## src/rtl/ubt_pkg.sv

```systemverilog
package ubt_pkg;
  localparam int unsigned DATA_W    = 18;
  localparam int unsigned SYNC_STGS = 2;

  typedef struct packed {
    logic le;
    logic tclk;
  } ubt_ctl_t;

  localparam int unsigned CTL_W = $bits(ubt_ctl_t);
endpackage

```

## src/rtl/ubt_sync.sv

```systemverilog
module ubt_sync #(
  parameter int unsigned W      = 2,
  parameter int unsigned STAGES = 2
) (
  input  logic         clk_i,
  input  logic         rst_ni,
  input  logic [W-1:0] d_i,
  output logic [W-1:0] q_o
);
  logic [W-1:0] stg_q [STAGES];

  for (genvar g = 0; g < STAGES; g++) begin : g_stg
    always_ff @(posedge clk_i or negedge rst_ni) begin
      if (!rst_ni)    stg_q[g] <= '0;
      else if (g == 0) stg_q[g] <= d_i;
      else             stg_q[g] <= stg_q[(g == 0) ? 0 : g-1];
    end
  end

  assign q_o = stg_q[STAGES-1];
endmodule

```

## src/rtl/ubt_store.sv

```systemverilog
module ubt_store #(
  parameter int unsigned W = 18
) (
  input  logic         clk_i,
  input  logic         rst_ni,
  input  logic         le_s_i,
  input  logic         tclk_s_i,
  input  logic [W-1:0] din_i,
  output logic [W-1:0] q_o
);
  logic tclk_prev_q;
  logic fall;

  always_ff @(posedge clk_i or negedge rst_ni) begin
    if (!rst_ni) tclk_prev_q <= 1'b0;
    else         tclk_prev_q <= tclk_s_i;
  end

  assign fall = tclk_prev_q & ~tclk_s_i;

  // transparent wins over a simultaneous capture strobe
  always_ff @(posedge clk_i or negedge rst_ni) begin
    if (!rst_ni)     q_o <= '0;
    else if (le_s_i) q_o <= din_i;
    else if (fall)   q_o <= din_i;
  end

  a_r1_transparent: assert property (@(posedge clk_i) disable iff (!rst_ni)
    le_s_i |=> (q_o == $past(din_i)));
  a_r9_le_over_edge: assert property (@(posedge clk_i) disable iff (!rst_ni)
    (le_s_i && fall) |=> (q_o == $past(din_i)));
  a_r3_capture: assert property (@(posedge clk_i) disable iff (!rst_ni)
    (!le_s_i && fall) |=> (q_o == $past(din_i)));
  a_r2_hold: assert property (@(posedge clk_i) disable iff (!rst_ni)
    (!le_s_i && !fall) |=> $stable(q_o));
  a_r10_store_clear: assert property (@(posedge clk_i)
    !rst_ni |-> (q_o == '0));
endmodule

```

## src/rtl/ubt_path.sv

```systemverilog
module ubt_path
  import ubt_pkg::*;
#(
  parameter int unsigned W        = DATA_W,
  parameter bit          OE_LOW   = 1'b0
) (
  input  logic         clk_i,
  input  logic         rst_ni,
  input  logic         oe_i,
  input  logic         le_i,
  input  logic         tclk_i,
  input  logic [W-1:0] din_i,
  output logic [W-1:0] dout_o,
  output logic         drive_o
);
  ubt_ctl_t ctl_raw, ctl_s;
  logic [W-1:0] store_q;
  logic oe_q;

  assign ctl_raw.le   = le_i;
  assign ctl_raw.tclk = tclk_i;

  ubt_sync #(.W(CTL_W), .STAGES(SYNC_STGS)) u_sync (
    .clk_i  (clk_i),
    .rst_ni (rst_ni),
    .d_i    (ctl_raw),
    .q_o    (ctl_s)
  );

  ubt_store #(.W(W)) u_store (
    .clk_i    (clk_i),
    .rst_ni   (rst_ni),
    .le_s_i   (ctl_s.le),
    .tclk_s_i (ctl_s.tclk),
    .din_i    (din_i),
    .q_o      (store_q)
  );

  always_ff @(posedge clk_i or negedge rst_ni) begin
    if (!rst_ni) oe_q <= 1'b0;
    else         oe_q <= oe_i ^ OE_LOW;
  end

  assign drive_o = oe_q;
  assign dout_o  = oe_q ? store_q : '0;

  a_r4_released_zero: assert property (@(posedge clk_i) disable iff (!rst_ni)
    !drive_o |-> (dout_o == '0));
  a_r5_oe_polarity: assert property (@(posedge clk_i) disable iff (!rst_ni)
    $past(rst_ni) |-> (drive_o == ($past(oe_i) ^ OE_LOW)));
  a_r10_drive_off: assert property (@(posedge clk_i)
    !rst_ni |-> !drive_o);
endmodule

```

## src/rtl/ubt_xcvr.sv

```systemverilog
module ubt_xcvr
  import ubt_pkg::*;
(
  input  logic              clk_i,
  input  logic              rst_ni,
  input  logic              oe_ab_i,
  input  logic              le_ab_i,
  input  logic              tclk_ab_i,
  input  logic              oe_ba_ni,
  input  logic              le_ba_i,
  input  logic              tclk_ba_i,
  input  logic [DATA_W-1:0] a_i,
  input  logic [DATA_W-1:0] b_i,
  output logic [DATA_W-1:0] a_o,
  output logic              a_oe_o,
  output logic [DATA_W-1:0] b_o,
  output logic              b_oe_o
);
  ubt_path #(.W(DATA_W), .OE_LOW(1'b0)) u_ab (
    .clk_i   (clk_i),
    .rst_ni  (rst_ni),
    .oe_i    (oe_ab_i),
    .le_i    (le_ab_i),
    .tclk_i  (tclk_ab_i),
    .din_i   (a_i),
    .dout_o  (b_o),
    .drive_o (b_oe_o)
  );

  ubt_path #(.W(DATA_W), .OE_LOW(1'b1)) u_ba (
    .clk_i   (clk_i),
    .rst_ni  (rst_ni),
    .oe_i    (oe_ba_ni),
    .le_i    (le_ba_i),
    .tclk_i  (tclk_ba_i),
    .din_i   (b_i),
    .dout_o  (a_o),
    .drive_o (a_oe_o)
  );
endmodule

```

## config.mk

```make
export PLATFORM = sky130hd
export DESIGN_NAME = ubt_xcvr
export DESIGN_NICKNAME = d
export VERILOG_FILES = /design/src/rtl/ubt_pkg.sv /design/src/rtl/ubt_sync.sv /design/src/rtl/ubt_store.sv /design/src/rtl/ubt_path.sv /design/src/rtl/ubt_xcvr.sv
export SDC_FILE = /design/constraint.sdc
export NUM_CORES = 1
export LEC_CHECK = 0
export BUFFER_PORTS_ARGS = -buffer_cell sky130_fd_sc_hd__buf_2
export CAP_MARGIN = 30
export CORE_AREA = 2 2 55 96
export DETAILED_ROUTE_END_ITERATION = 8
export DIE_AREA = 0 0 57 98
export PLACE_DENSITY = 0.73
export SETUP_SLACK_MARGIN = 0.05
export SYNTH_ARGS = -nofsm -noshare
export SYNTH_HDL_FRONTEND = slang
export SYNTH_SLANG_ARGS = --single-unit
```

## constraint.sdc

```tcl
create_clock -name clk_i -period 1.4 [get_ports clk_i]
set_clock_uncertainty 0.05 [all_clocks]
set_input_delay 0.07 -clock clk_i [delete_from_list [all_inputs] [get_ports clk_i]]
set_output_delay 0.07 -clock clk_i [all_outputs]
set_load 0.02 [all_outputs]
```

==> flow_metrics.env <==
export IMPL_dp_slack_ns=0.1188
export IMPL_final_core_util_pct=63.42
export IMPL_path_buf_inv=1
export IMPL_clockBufferDepth=2
export IMPL_cts_setup_buffers=0
export IMPL_wl_mm=4.188
export IMPL_drv_slew=0
export IMPL_drive_gt1_share_pct=52.09
export IMPL_ff2ff_setup_slack_ns=0.11
export IMPL_reg2regPathDepth=3
export IMPL_htree_num_levels=2
export IMPL_ys_seq_elements=48
export IMPL_fin_crit_sh_pct=92.15
export IMPL_p_leak_nw=1.531
export IMPL_io_pins=82
export IMPL_gp_congestion=0.7052
export IMPL_die_area_um2=5586
export IMPL_final_setup_tns_ns=0
export IMPL_tightest_slew_ns=0.2641
export IMPL_slowest_stage="dfrtp_1"
export IMPL_cp_slowest_stage_delay_ns=0.41
export IMPL_synth_cells=129
export IMPL_relSlewSlack_pct=82.39
export IMPL_hold_class="input pin to async pin"
export IMPL_rsz0062_at_grt="yes"
export IMPL_die_x_um=57
export IMPL_fin_crit_ns=1.290
export IMPL_vias_per_cell=4.511
export IMPL_drt_iter0_drc=8
export IMPL_critPathArrivalTime_ns=1.41
export IMPL_vias=1430
export IMPL_cts_root_buf="clkbuf_8"
export IMPL_clk_latency_ns=0.28
export IMPL_final_common_cell="buf_2"
export IMPL_area_growth_pct=53.91
export IMPL_cts_buffers=5
export IMPL_final_cell_count_no_fill=317
export IMPL_reg2reg_from="u_ab.u_store.tclk_prev_q$_DFF_PN0_"
export IMPL_drt_pass1_iterations=2
export IMPL_syn_area_um2=1998
export IMPL_syn_area_per_cell_um2=15.49
export IMPL_path_cells="a21oi_4 > clkbuf_16 > mux2_4"
export IMPL_grt_max_degree=49
export IMPL_hold_violations=0
export IMPL_critPathRequiredTime_ns=1.52
export IMPL_power_density_nw_per_um2=1045
export IMPL_max_clock_freq_mhz=775.1
export IMPL_clkSinkCount=48
export IMPL_end_kind="flop"
export IMPL_grt_usage_pct=16.26
export IMPL_place_area_um2=2499
export IMPL_clkTransAtPathRegs_ns=0.09
export IMPL_start_kind="flop"
export IMPL_finalSetupViolCount=0
export IMPL_fin_nets=306
export IMPL_layout_common_cells="buf_2 (81), dfrtp_1 (46), dlygate4sd3_1 (43)"
export IMPL_setup_slack_ns=0.1098
export IMPL_drc=0
export IMPL_synth_cell_types=9
export IMPL_wire_per_inst_um=13.21
export IMPL_irDropWorstVdd_mv=0.9466
export IMPL_synthesis_nets=173
export IMPL_ys_warn_count=0
export IMPL_reg2reg_to="u_ab.u_store.q_o[11]$_DFFE_PN0P_"
export IMPL_status="finished clean"
export IMPL_first_global_vias=1529
export IMPL_fp_coreArea_um2=4850
export IMPL_die_h_um=98
export IMPL_crit_family="flip-flops"
export IMPL_antenna_cells=0
export IMPL_row_count=34
export IMPL_io_buffers=81
export IMPL_final_cell_area_um2=3075
export IMPL_critPathMaxFanout=7
export IMPL_antenna_found_initial=0
export IMPL_grt_pass1_wl_mm=7.086
export IMPL_grt_overflow=0
export IMPL_ant_nets=0
export IMPL_dp_cells=265
export IMPL_cts_tree="built"
export IMPL_start_util_pct=41.20
export IMPL_crit_type="flop to flop"
export IMPL_seq_area_frac_synth_pct=60.11
export IMPL_max_cap_violations=0
[registers in the layout, summed over array words and instances, names as in the netlist]
signal and count:
u_ba.u_sync.stg_q 2, u_ab.u_store.q_o 18, u_ba.drive_o 1, u_ba.u_store.q_o 18, u_ab.u_sync.q_o 2, u_ab.u_sync.stg_q 2
u_ba.u_store.tclk_prev_q 1, u_ab.u_store.tclk_prev_q 1, u_ab.drive_o 1, u_ba.u_sync.q_o 2
[worst min-delay path, stage by stage]
cell	delay [ns]
dlygate4sd3_1	0.52
buf_2	0.12
buf_12	0.24
[final cells by class]
class | instances | area (um2)
Sequential cell | 48 | 1204
Multi-Input combinational cell | 74 | 745.7
Clock inverter | 3 | 42.54
Clock buffer | 5 | 68.82
Tap cell | 54 | 67.56
Fill cell | 365 | 1774
Inverter | 3 | 11.26
Timing Repair Buffer | 130 | 935.9
[worst max path at each step]
| stage | cells past startpoint | start | endpoint | slack [ns] |
|---|---|---|---|---|
| global route | 2 | u_ab.drive_o$_DFF_PN0_ | b_o[13] | 0.02 |
| CTS | 2 | u_ab.drive_o$_DFF_PN0_ | b_o[11] | 0.09 |
| finish | 3 | u_ab.u_store.tclk_prev_q$_DFF_PN0_ | u_ab.u_store.q_o[11]$_DFFE_PN0P_ | 0.11 |
| detailed placement | 4 | u_ab.u_sync.q_o[0]$_DFF_PN0_ | u_ab.u_store.q_o[13]$_DFFE_PN0P_ | 0.12 |
| global placement | 4 | u_ba.u_sync.q_o[0]$_DFF_PN0_ | u_ba.u_store.q_o[11]$_DFFE_PN0P_ | 0.15 |
| floorplan | 4 | u_ab.u_sync.q_o[0]$_DFF_PN0_ | u_ab.u_store.q_o[10]$_DFFE_PN0P_ | 0.10 |
[kinds of logic after synthesis]
| logic type | synth area share, % |
|---|---|
| AO/OA/AOI/OAI | 1.628 |
| buffers and inverters | 2.943 |
| flip-flops | 60.11 |
| multiplexers | 24.05 |
| AND/OR/NAND/NOR | 11.27 |
[layer usage]
metal  part of all wire (%)  GRT usage, %  vias to the layer above
met3                    4.4         3.444                        4
met2                     57         28.56                       49
met5                      0             0                        -
li1                       -             -                      685
met4                   0.98         4.830                        0
met1                     38         19.60                      692
[report_power, final]
part	internal, W	switching [W]
Combinational	0.000384	0.000277
Clock	0.000529	0.000445
Sequential	0.00151	0.0000711
[synthesized netlist by cell type]
library cell	instances	share of area (%)
clkbuf_1	2	0.38
and2_1	36	11
mux2_2	16	9.0
inv_2	2	0.38
a21oi_4	2	1.6
inv_1	1	0.19
mux2_4	20	15
dfrtp_1	48	60
buf_12	2	2.0
[through the flow]
stage / power, W / hold WS, ns
after floorplan: 0.001942 / -0.2756
after global placement: 0.002153 / 0.02044
after detailed placement: 0.002165 / 0.02039
after CTS: 0.003248 / 0.2305
after global routing: 0.003367 / 0.2570
final: 0.003213 / 0.2291
[repair_timing]
action | CTS | global route
hold buffers | 43 | 0
endpoints found under the hold margin | 90 | 0
gates resized for setup | 2 | 2
setup endpoints to repair | 36 | 12
cloned | 0 | 1
pin swaps | 0 | 1
(Power assumes the default switching activity.)
